## src/rtl/fsq_pkg.sv

```systemverilog
package fsq_pkg;

    localparam int BYTE_W = 8;
    localparam int WORD_W = 16;
    localparam int CNT_W  = 8;

    localparam int ST_BIT_CARRY = 0;
    localparam int ST_BIT_IRQD  = 2;
    localparam int ST_BIT_DEC   = 3;
    localparam int ST_BIT_OVF   = 6;

    typedef enum logic [3:0] {
        OP_NOP,
        OP_LD_IMM,
        OP_LD_ZP,
        OP_CLR_C,
        OP_SET_C,
        OP_CLR_I,
        OP_SET_I,
        OP_CLR_D,
        OP_SET_D,
        OP_CLR_V,
        OP_ROT_R,
        OP_JUMP
    } op_e;

    typedef struct packed {
        op_e              op;
        logic [1:0]       len;
        logic [CNT_W-1:0] cycles;
    } op_info_t;

    typedef struct packed {
        op_e               op;
        logic [WORD_W-1:0] arg;
    } instr_t;

    typedef enum logic [3:0] {
        S_VEC0,
        S_VEC1,
        S_VEC2,
        S_VEC3,
        S_VEC4,
        S_FET0,
        S_FET1,
        S_FET2,
        S_DEC,
        S_EXEC
    } seq_state_e;

    function automatic op_info_t lookup_op(input logic [BYTE_W-1:0] opcode);
        op_info_t r;
        r = '{op: OP_NOP, len: 2'd1, cycles: CNT_W'(2)};
        case (opcode)
            8'hEA: r = '{op: OP_NOP,    len: 2'd1, cycles: CNT_W'(2)};
            8'hA9: r = '{op: OP_LD_IMM, len: 2'd2, cycles: CNT_W'(2)};
            8'hA5: r = '{op: OP_LD_ZP,  len: 2'd2, cycles: CNT_W'(3)};
            8'h18: r = '{op: OP_CLR_C,  len: 2'd1, cycles: CNT_W'(2)};
            8'h38: r = '{op: OP_SET_C,  len: 2'd1, cycles: CNT_W'(2)};
            8'h58: r = '{op: OP_CLR_I,  len: 2'd1, cycles: CNT_W'(2)};
            8'h78: r = '{op: OP_SET_I,  len: 2'd1, cycles: CNT_W'(2)};
            8'hD8: r = '{op: OP_CLR_D,  len: 2'd1, cycles: CNT_W'(2)};
            8'hF8: r = '{op: OP_SET_D,  len: 2'd1, cycles: CNT_W'(2)};
            8'hB8: r = '{op: OP_CLR_V,  len: 2'd1, cycles: CNT_W'(2)};
            8'h6A: r = '{op: OP_ROT_R,  len: 2'd1, cycles: CNT_W'(2)};
            8'h4C: r = '{op: OP_JUMP,   len: 2'd3, cycles: CNT_W'(3)};
            default: r = '{op: OP_NOP,  len: 2'd1, cycles: CNT_W'(2)};
        endcase
        return r;
    endfunction

endpackage

```

## src/rtl/fsq_decoder.sv

```systemverilog
module fsq_decoder
    import fsq_pkg::*;
(
    input  logic [BYTE_W-1:0] opcode,
    input  logic [BYTE_W-1:0] byte_lo,
    input  logic [BYTE_W-1:0] byte_hi,
    output op_info_t          info,
    output instr_t            instr
);
    always_comb begin
        info     = lookup_op(opcode);
        instr.op = info.op;
        case (info.len)
            2'd3:    instr.arg = {byte_hi, byte_lo};
            2'd2:    instr.arg = {{(WORD_W-BYTE_W){1'b0}}, byte_lo};
            default: instr.arg = '0;
        endcase
    end
endmodule

```

## src/rtl/fsq_exec.sv

```systemverilog
module fsq_exec
    import fsq_pkg::*;
(
    input  logic              clk,
    input  logic              rst,
    input  logic              fire,
    input  op_e               op,
    input  logic [BYTE_W-1:0] arg_lo,
    input  logic [BYTE_W-1:0] rd_byte,
    output logic [BYTE_W-1:0] acc,
    output logic [BYTE_W-1:0] status
);
    always_ff @(posedge clk) begin
        if (rst) begin
            acc    <= '0;
            status <= '0;
        end else if (fire) begin
            case (op)
                OP_LD_IMM: acc <= arg_lo;
                OP_LD_ZP:  acc <= rd_byte;
                OP_ROT_R:  acc <= {acc[0], acc[BYTE_W-1:1]};
                OP_CLR_C:  status[ST_BIT_CARRY] <= 1'b0;
                OP_SET_C:  status[ST_BIT_CARRY] <= 1'b1;
                OP_CLR_I:  status[ST_BIT_IRQD]  <= 1'b0;
                OP_SET_I:  status[ST_BIT_IRQD]  <= 1'b1;
                OP_CLR_D:  status[ST_BIT_DEC]   <= 1'b0;
                OP_SET_D:  status[ST_BIT_DEC]   <= 1'b1;
                OP_CLR_V:  status[ST_BIT_OVF]   <= 1'b0;
                default:   ;
            endcase
        end
    end
endmodule

```

## src/rtl/fsq_sequencer.sv

```systemverilog
module fsq_sequencer
    import fsq_pkg::*;
#(
    parameter logic [15:0] RESET_VEC_ADDR = 16'hFFFC,
    parameter logic [15:0] IRQ_VEC_ADDR   = 16'hFFFE
) (
    input  logic        clk,
    input  logic        rst,
    output logic [15:0] mem_addr,
    input  logic [7:0]  mem_rdata,
    output logic [15:0] pc_o,
    output logic [15:0] ivec_o,
    output logic [7:0]  acc_o,
    output logic [7:0]  status_o,
    output logic [7:0]  steps_left
);
    localparam logic [WORD_W-1:0] ONE_W = WORD_W'(1);
    localparam logic [WORD_W-1:0] TWO_W = WORD_W'(2);

    seq_state_e        state;
    logic [WORD_W-1:0] pc;
    logic [WORD_W-1:0] ivec;
    logic [CNT_W-1:0]  cnt;
    logic [BYTE_W-1:0] opcode_q;
    logic [BYTE_W-1:0] byte1_q;
    instr_t            ir;
    op_info_t          dec_info;
    instr_t            dec_instr;
    logic              fire;

    fsq_decoder u_dec (
        .opcode  (opcode_q),
        .byte_lo (byte1_q),
        .byte_hi (mem_rdata),
        .info    (dec_info),
        .instr   (dec_instr)
    );

    assign fire = (state == S_EXEC) && (cnt == CNT_W'(1));

    fsq_exec u_exec (
        .clk     (clk),
        .rst     (rst),
        .fire    (fire),
        .op      (ir.op),
        .arg_lo  (ir.arg[BYTE_W-1:0]),
        .rd_byte (mem_rdata),
        .acc     (acc_o),
        .status  (status_o)
    );

    always_ff @(posedge clk) begin
        if (rst) begin
            state    <= S_VEC0;
            pc       <= '0;
            ivec     <= '0;
            cnt      <= '0;
            opcode_q <= '0;
            byte1_q  <= '0;
            ir       <= '{op: OP_NOP, arg: '0};
        end else begin
            case (state)
                S_VEC0: state <= S_VEC1;
                S_VEC1: begin
                    pc[BYTE_W-1:0] <= mem_rdata;
                    state <= S_VEC2;
                end
                S_VEC2: begin
                    pc[WORD_W-1:BYTE_W] <= mem_rdata;
                    state <= S_VEC3;
                end
                S_VEC3: begin
                    ivec[BYTE_W-1:0] <= mem_rdata;
                    state <= S_VEC4;
                end
                S_VEC4: begin
                    ivec[WORD_W-1:BYTE_W] <= mem_rdata;
                    state <= S_FET0;
                end
                S_FET0: state <= S_FET1;
                S_FET1: begin
                    opcode_q <= mem_rdata;
                    state <= S_FET2;
                end
                S_FET2: begin
                    byte1_q <= mem_rdata;
                    state <= S_DEC;
                end
                S_DEC: begin
                    ir    <= dec_instr;
                    pc    <= pc + WORD_W'(dec_info.len);
                    cnt   <= dec_info.cycles;
                    state <= S_EXEC;
                end
                S_EXEC: begin
                    cnt <= cnt - CNT_W'(1);
                    if (cnt == CNT_W'(1)) begin
                        if (ir.op == OP_JUMP) pc <= ir.arg;
                        state <= S_FET0;
                    end
                end
                default: state <= S_VEC0;
            endcase
        end
    end

    always_comb begin
        case (state)
            S_VEC0:  mem_addr = RESET_VEC_ADDR;
            S_VEC1:  mem_addr = RESET_VEC_ADDR + ONE_W;
            S_VEC2:  mem_addr = IRQ_VEC_ADDR;
            S_VEC3:  mem_addr = IRQ_VEC_ADDR + ONE_W;
            S_FET0:  mem_addr = pc;
            S_FET1:  mem_addr = pc + ONE_W;
            S_FET2:  mem_addr = pc + TWO_W;
            S_EXEC:  mem_addr = (ir.op == OP_LD_ZP) ?
                                {{(WORD_W-BYTE_W){1'b0}}, ir.arg[BYTE_W-1:0]} : pc;
            default: mem_addr = pc;
        endcase
    end

    assign pc_o       = pc;
    assign ivec_o     = ivec;
    assign steps_left = cnt;

endmodule

```

## config.mk

```make
export PLATFORM = sky130hd
export DESIGN_NAME = fsq_sequencer
export DESIGN_NICKNAME = d
export VERILOG_FILES = /design/src/rtl/fsq_pkg.sv /design/src/rtl/fsq_decoder.sv /design/src/rtl/fsq_exec.sv /design/src/rtl/fsq_sequencer.sv
export SDC_FILE = /design/constraint.sdc
export NUM_CORES = 1
export LEC_CHECK = 0
export BUFFER_PORTS_ARGS = -buffer_cell sky130_fd_sc_hd__buf_4
export CORE_UTILIZATION = 49
export CTS_CLUSTER_DIAMETER = 60
export CTS_CLUSTER_SIZE = 25
export DETAILED_ROUTE_END_ITERATION = 7
export PLACE_DENSITY = 0.82
export SETUP_SLACK_MARGIN = 0.15
export SKIP_CTS_REPAIR_TIMING = 1
export SYNTH_ARGS = -nofsm -noshare
export SYNTH_HDL_FRONTEND = slang
export SYNTH_SLANG_ARGS = --single-unit
```

## constraint.sdc

```tcl
create_clock -name clk -period 2.6 [get_ports clk]
set_input_delay 0.26 -clock clk [delete_from_list [all_inputs] [get_ports clk]]
set_output_delay 0.26 -clock clk [all_outputs]
set_load 0.01 [all_outputs]
```

==> results of run 1 <==
through the flow:
stage / TNS (ns) / hold slack (ns)
6_report: 0 / 0.1909
5_1_grt: 0 / 0.1874
4_1_cts: -0.5786 / 0.1854
3_5_place_dp: -0.1639 / 0.4484
3_3_place_gp: 0 / 0.4422
2_1_floorplan: 0 / 0.3855
worst min-delay path: cells and delay by family:
| kind | cells | cell delay, ns |
|---|---|---|
| AND/OR/NAND/NOR | 1 | 0.06 |
| buffers and inverters | 1 | 0.15 |
| AO/OA/AOI/OAI | 1 | 0.05 |
per-layer routing:
layer  track usage, %  vias up  wire length, um
li1                 -     2497                -
met1            39.05     2560             6924
met2            44.14      303             7213
met3            5.201       54             1545
met4            12.86        0              464
met5                0        -                0
state kept, by name (all words and copies together) (netlist names):
name / flops
opcode_q: 8
ir: 20
pc_o: 16
byte1_q: 8
ivec_o: 16
u_exec.acc: 8
steps_left: 8
state: 4
u_exec.status: 3
layout by cell type (no fill, tap or decap), types with 4 or more instances in the layout:
master	synthesis	routed
sky130_fd_sc_hd__inv_1	8	8
sky130_fd_sc_hd__nand2_1	125	123
sky130_fd_sc_hd__nand3_1	16	16
sky130_fd_sc_hd__nand4_1	8	8
sky130_fd_sc_hd__dfxtp_1	91	78
sky130_fd_sc_hd__dfxtp_4	0	4
sky130_fd_sc_hd__nor3_1	11	10
sky130_fd_sc_hd__nor2b_1	6	6
sky130_fd_sc_hd__mux2i_1	25	25
sky130_fd_sc_hd__nor2_1	49	47
sky130_fd_sc_hd__nand2b_1	5	4
sky130_fd_sc_hd__buf_4	6	118
sky130_fd_sc_hd__a211oi_1	4	4
sky130_fd_sc_hd__ha_1	6	4
sky130_fd_sc_hd__dfxtp_2	0	9
sky130_fd_sc_hd__or3_1	5	5
sky130_fd_sc_hd__o21ai_1	0	4
sky130_fd_sc_hd__xor2_1	5	5
sky130_fd_sc_hd__clkbuf_8	0	9
sky130_fd_sc_hd__a311oi_1	7	7
sky130_fd_sc_hd__or3b_4	1	4
sky130_fd_sc_hd__a221o_1	4	4
sky130_fd_sc_hd__a21oi_1	60	58
sky130_fd_sc_hd__o211ai_1	9	9
sky130_fd_sc_hd__or2_2	4	4
sky130_fd_sc_hd__a22o_1	17	17
sky130_fd_sc_hd__conb_1	1	5
sky130_fd_sc_hd__xnor2_1	4	4
sky130_fd_sc_hd__o21ai_0	37	31
sky130_fd_sc_hd__a31oi_1	7	7
sky130_fd_sc_hd__a22oi_1	6	6
kinds of logic (layout without fill, tap and decap cells):
group | Yosys count | after routing | synth area share (%)
other | 1 | 5 | 0.07349
AOI/OAI and AO/OA | 185 | 185 | 24.33
adders and majority gates | 7 | 7 | 1.864
and+or+nand+nor | 266 | 266 | 25.94
xor gates and xnor gates | 9 | 9 | 1.545
DFF | 91 | 91 | 35.70
muxes | 26 | 26 | 5.125
buffers and inverters | 61 | 147 | 5.419
power groups by stage:
| stage | Clock, mW | Sequential [mW] | Combinational [mW] |
|---|---|---|---|
| 6_report | 0.959 | 1.48 | 0.448 |
| 5_1_grt | 1.03 | 1.49 | 0.481 |
| 4_1_cts | 0.970 | 1.48 | 0.415 |
| 3_5_place_dp | 0 | 1.51 | 0.415 |
| 3_3_place_gp | 0 | 1.51 | 0.406 |
| 2_1_floorplan | 0 | 1.51 | 0.251 |
layout make-up:
cell class	instances	area, um2	share of cell area (%)
Tap cell	133	166.4	2.623
Clock buffer	9	123.9	1.953
Clock inverter	7	71.32	1.124
Multi-Input combinational cell	498	3144	49.57
Inverter	8	30.03	0.4734
Timing Repair Buffer	123	959.7	15.13
Sequential cell	91	1848	29.13
path summary, 6_finish.rpt:
path                start        end  cells past startpoint
max           opcode_q[7]    pc_o[9]                      9
min          mem_rdata[6]  ivec_o[6]                      3
max reg2reg   opcode_q[7]    pc_o[9]                      9
min reg2reg     ivec_o[6]  ivec_o[6]                      2
==> results.txt, run 1 <==
In this run, synthesis inferred 0 flip-flops with an integrated enable. Subtracting the final worst setup slack from the clock period gives 2.506 ns. In this run the register-to-register setup slack is 0.09 ns. The path class of the tightest hold or removal check is input pin to flip-flop. The worst-margin pin slew is 1.074 ns. Cells fill 63.73% of the core in the end. The horizontal die dimension is 104.0 um.

Across all layers, the routed design uses 5,414 vias. The cell count after synthesis came out at 646. The final total power is 2.889 mW. The highest fanout seen on the critical path came out at 3. The reported net switching power came out at 0.8973 mW.

In the post-synthesis netlist, the cell with the most instances is sky130_fd_sc_hd__nand2_1. The first-pass iteration count of the detailed router is 6. After detailed routing, the number of remaining DRC violations is 0. The floorplan step defined a core boundary enclosing 9955 um2.

The slack of the critical path came out at 0.09404 ns. The number of failing hold endpoints at the final stage came to 0. The boundary pin count is 82. The total CTS buffers came out at 9. The number of synthesis warnings came out at 0. The first-iteration detailed-routing DRC count came out at 435.

The arrival time at the worst endpoint is 2.81 ns. The floorplan has 36 rows. The async set or reset register ratio after synthesis is 0%. The type of destination of the critical path is a flip-flop. The first-pass GRT wire length is 25,120 um. The placed instance area came out at 5896 um2. The net switching fraction of the power came out at 31.06%.

Across the VDD grid, the largest voltage drop is 0.0003252 V. The maximum clock frequency came out at 0.3990 GHz. The finished layout holds 869 standard cells, fillers aside. The power per standard cell area came out at 455.4 nW/um2. The ratio of routed vias to standard cells is 6.230. The fill cell instance count of the final layout came out at 822.

The area of the die came out at 10,830 um2. The area of all placed cells without fillers is 6344 um2. The cell type group with the largest total delay on the critical path is simple AND/OR/NAND/NOR gates. After detailed routing, the total wire length is 16,150 um. The proportion of power drawn by the clock network came out at 33.2%.

The overall track demand over capacity in global routing is 28.69%. CTS placed an instance of sky130_fd_sc_hd__clkbuf_8 at the clock tree root. The later-pin clock latency in the skew report came out at 0.37 ns. The number of distinct standard cells referenced by the synthesized netlist is 79. The effective utilization at floorplan came out at 51.26%. The slowest cell on the critical path is sky130_fd_sc_hd__or4_4. The HPWL reported at the end of detailed placement is 11,260 um. Traced cell by cell, the critical path runs through nand4bb_1 -> or4_4 -> nand2_4 -> ha_4 -> a21oi_2 -> or3b_4 -> or4_1 -> a31o_1 -> a21oi_1.

The worst slew slack as a fraction of its limit is 28.14%. The number of buffers and inverters on the critical path is 0. STA classifies the critical path startpoint as a flip-flop. The share of power burned in registers is 51.3%.

The initial antenna violation count is 0. The number of diodes came out at 0. Including well taps, the total number of placed cells is 840. The H-tree was split into 3 levels.

The per-instance average area after synthesis came out at 7.898 um2. Once detail routing completed, the nets flagged for antenna violations numbered 0. Setup repair after global routing could not meet its margin everywhere. The synthesized design spends more area on one cell type than any other, namely sky130_fd_sc_hd__dfxtp_1. The fraction of synthesized cell area taken by the top area cell type came out at 35.70%. The pin count of the biggest net entering global routing is 45. The largest incremental delay on the critical path came out at 0.48 ns.

The netlist area before placement came out at 5102 um2. The leakage dissipation came out at 2.268 nW. The final critical path takes up 96.38% of the cycle. The worst setup path is of the flip-flop to flip-flop kind. The die boundary height is 104.0 um. The number of port buffers is 76. The via count of the first global-routing pass is 4,903. The area growth from synthesis to layout is 24.33%. TritonCTS built the clock tree. After synthesis, the cell types taking the most area are sky130_fd_sc_hd__dfxtp_1 36%, sky130_fd_sc_hd__nand2_1 9.2%, sky130_fd_sc_hd__a21oi_1 5.9%. The sequential element share of the synthesized area came out at 35.70%. The weighted congestion reported at the end of routability-driven placement came out at 0.9686.

The required arrival time at the worst endpoint is 2.90 ns. The portion of total power attributed to combinational logic came out at 15.5%. The flow ran to the end, and the final reports show no timing, DRC or antenna violations. Timing analysis after detailed placement gives a worst setup slack of -0.1223 ns. By count the netlist is led by 125 x sky130_fd_sc_hd__nand2_1, 91 x sky130_fd_sc_hd__dfxtp_1, 60 x sky130_fd_sc_hd__a21oi_1. The most instantiated flip-flop cell in the synthesis netlist is sky130_fd_sc_hd__dfxtp_1. The number of buffers between clock root and the deepest sink came out at 2.

The post-CTS clock slew at the launch and capture registers of the worst setup and hold paths is 0.11 ns. The clock skew came out at 0.01084 ns. The sum of overflow across all layers after global routing came out at 0. The post-detailed-route wirelength per cell is 18.58 um. The max-cap check violation count came out at 0.

The number of flip-flops and latches in the synthesized netlist is 91. The internal power of the cells totals 1.992 mW. Setup violations remaining at the end of the flow were counted as 0. The proportion of layout cells with a drive suffix above 1 came out at 27.04%. The number of sinks on the clock net is 91. The number of pins with negative max-slew slack in the final report is 0. The count of nets after finishing is 748.
(Power assumes the default switching activity.)
==> run 2, diff against run 1 <==
--- a/config.mk
+++ b/config.mk
@@ -10,7 +10,7 @@
 export CTS_CLUSTER_DIAMETER = 60
 export CTS_CLUSTER_SIZE = 25
 export DETAILED_ROUTE_END_ITERATION = 7
-export PLACE_DENSITY = 0.82
+export PLACE_DENSITY = 0.73
 export SETUP_SLACK_MARGIN = 0.15
 export SKIP_CTS_REPAIR_TIMING = 1
 export SYNTH_ARGS = -nofsm -noshare
==> results.txt, run 2 (synthesis results as in run 1) <==
The run finished with clean final reports. The total DRC errors in the routed layout is 0 (unchanged). Setup repair after global routing could not meet its margin everywhere. The final worst hold slack came out at 0.1784 ns (-0.01242 ns). The number of port buffers came out at 76 (unchanged). The reported net switching power is 0.8633 mW (-3.8%). The via count of the first global-routing pass is 4,980 (+1.6%). The leakage dissipation came out at 2.282 nW (+0.62%). The total wire length is 15,860 um (-1.8%).

The number of flip-flops under the largest register name came out at 20 (unchanged). The final total power is 2.841 mW (-1.7%). The most common library cell in the layout ignoring fill and taps is sky130_fd_sc_hd__buf_4.

After global routing, the most crowded layer is met2. The instance count along the most critical hold path was 2 (-1). The internal power of the cells came out at 1.977 mW (-0.72%). The post-detailed-route wirelength per cell is 18.10 um (-2.6%). The first-pass GRT wire length is 25,530 um (+1.6%). The worst setup path is of the flip-flop to flip-flop kind. The number of setup violations in the final report came out at 0 (unchanged). In this run the most critical hold path is launched from mem_rdata[1]. In the layout the commonest cells are 129 x sky130_fd_sc_hd__buf_4, 124 x sky130_fd_sc_hd__nand2_1, 80 x sky130_fd_sc_hd__dfxtp_1. The HPWL reported at the end of detailed placement is 11,460 um (+1.9%). The accumulated negative setup slack is 0 ns (unchanged). The global routing met3 resource utilization is 5.388% (+0.19 points). In this run the critical register-to-register path is launched from opcode_q[0]. The placed instance area was 5951 um2 (+0.93%). The sum of overflow across all layers after global routing came out at 0 (unchanged). The number of failing hold endpoints at the final stage came out at 0 (unchanged).

The worst register-to-register path ends at pc_o[9]. The ratio of routed vias to standard cells was 6.065 (-2.6%). The power per standard cell area came out at 448.0 nW/um2 (-1.6%). The routing usage on met1 was 40.60% (+1.5 points). The proportion of power drawn by the clock network came out at 32.5% (-0.7 points). The effective utilization at floorplan is 51.26% (unchanged). The root buffer cell chosen for the clock tree is sky130_fd_sc_hd__clkbuf_8. The fill cell instance count of the final layout is 888 (+8.0%). The initial antenna violation count is 0 (unchanged).

The count of antenna-violating nets left after detailed routing came out at 0 (unchanged). The first-iteration detailed-routing DRC count came to 413 (-5.1%). The max-cap check violation count came out at 0 (unchanged). The worst-margin pin slew is 0.9778 ns (-0.09614 ns). The share of power burned in registers came out at 52.0% (+0.7 points). The signal on the critical path passes through nand4bb_1 -> or4_4 -> nand2_4 -> ha_4 -> a21oi_2 -> or3b_4 -> or4_4 -> a31o_1 -> a21oi_2. The layout-stage area growth over the synthesis result is 24.28% (about the same). The slack of the critical path came out at 0.1272 ns (+0.03312 ns). The number of pins with negative max-slew slack in the final report is 0 (unchanged). The tightest min-delay check is of the input pin to flip-flop type.

The net switching fraction of the power is 30.39% (-0.67 points). The area of the die came out at 10,830 um2 (unchanged). The required arrival time at the worst endpoint is 2.92 ns (+0.02 ns). The first-pass iteration count of the detailed router is 6 (unchanged). The post-CTS clock slew at the launch and capture registers of the worst setup and hold paths came out at 0.10 ns (about the same). The later-pin clock latency in the skew report is 0.38 ns (about the same). The arrival time at the worst endpoint came out at 2.79 ns (-0.02 ns). The proportion of layout cells with a drive suffix above 1 came out at 27.46% (+0.42 points). The peak supply drop is 0.0002912 V (-10%). The post-route non-filler standard cell count came out at 876 (+0.81%). TritonCTS built the clock tree. The area inside the core boundary came out at 9955 um2 (unchanged). The count of nets after finishing is 755 (+0.94%). The number of cells on the worst reg-to-reg path came out at 9 (unchanged). The number of rows created at floorplan came out at 36 (unchanged).

The maximum clock frequency is 0.4044 GHz (+1.3%). The largest incremental delay on the critical path is 0.46 ns (-0.02 ns). The horizontal die dimension was 104.0 um (unchanged).

STA classifies the critical path endpoint as a flip-flop. The die boundary height is 104.0 um (unchanged). The number of diodes is 0 (unchanged).

The total instance count after detailed placement came out at 849 (+1.1%). The pin count of the biggest net entering global routing was 31 (-31%). STA classifies the critical path startpoint as a flip-flop. The setup slack after placement is -0.06385 ns (+0.05843 ns). For hold timing, the worst endpoint is ir[9].

The final core area utilization came out at 63.70% (about the same). The final period utilization is 95.11% (-1.3 points). The post-layout minimum cycle time came out at 2.473 ns (-0.03312 ns).

The via count is 5,313 (-1.9%). The register-to-register setup slack is 0.13 ns (+0.03 ns). The portion of total power attributed to combinational logic came out at 15.6% (about the same).

The number of levels the H-tree was split into came out at 3 (unchanged). The slowest cell on the critical path is sky130_fd_sc_hd__or4_4. The number of sinks on the clock net is 91 (unchanged). The global routing met2 resource utilization is 46.05% (+1.9 points). The number of buffers between clock root and the deepest sink is 2 (unchanged). The weighted congestion reported at the end of routability-driven placement is 0.9351 (-3.5%). The clock skew came out at 0.01089 ns (+0.00004710 ns). The worst slew slack as a fraction of its limit came out at 34.58% (+6.4 points).

The overall track demand over capacity in global routing came to 29.43% (+0.74 points). Counting flops per register, the top entry is ir. The total CTS buffers was 9 (unchanged). The area of all placed cells without fillers is 6341 um2 (about the same). The boundary pin count came to 82 (unchanged). The highest fanout seen on the critical path came to 4 (+1).
run 2: changes by cell type in the layout (fill, tap and decap cells not counted), sizes merged:
cell	previous run	this run
inv	11	12
buf	123	130
clkinv	3	2
run 2: layout make-up:
| cell class | count | area [um2] | share of cell area [%] |
|---|---|---|---|
| Multi-Input combinational cell | 498 | 3142 | 49.55 |
| Sequential cell | 91 | 1841 | 29.03 |
| Timing Repair Buffer | 130 | 979.7 | 15.45 |
| Tap cell | 133 | 166.4 | 2.624 |
| Clock buffer | 9 | 123.9 | 1.953 |
| Clock inverter | 7 | 58.81 | 0.9274 |
| Inverter | 8 | 30.03 | 0.4736 |
run 2: worst max-delay path, delay by kind of cell, from the launching register on:
kind | cells | cell delay, ns
adders and majority gates | 1 | 0.14
and+or+nand+nor | 5 | 1.56
AOI/OAI and AO/OA | 3 | 0.39
DFF | 1 | 0.34
run 2: per-layer routing:
| layer | up-vias | wire (um) |
|---|---|---|
| li1 | 2512 | - |
| met1 | 2554 | 6995 |
| met2 | 221 | 7303 |
| met3 | 26 | 1296 |
| met4 | 0 | 264 |
| met5 | - | 0 |
run 2: power groups by stage:
stage | Sequential (mW) | Clock, mW | Combinational (mW)
CTS | 1.47 | 0.935 | 0.425
global placement | 1.50 | 0 | 0.418
detailed placement | 1.51 | 0 | 0.423
floorplan | 1.51 | 0 | 0.251
finish | 1.48 | 0.922 | 0.442
global route | 1.48 | 0.987 | 0.481
run 2: worst max path at each step:
stage           startpoint          end  slack, ns  cells after the start
2_1_floorplan  opcode_q[5]      pc_o[9]       0.09                     10
3_3_place_gp   opcode_q[3]      pc_o[9]       0.04                      9
3_5_place_dp   opcode_q[3]      pc_o[9]      -0.06                      9
4_1_cts             ir[17]  mem_addr[9]      -0.11                      6
5_1_grt        opcode_q[0]     pc_o[10]       0.04                      9
6_report       opcode_q[0]      pc_o[9]       0.13                      9
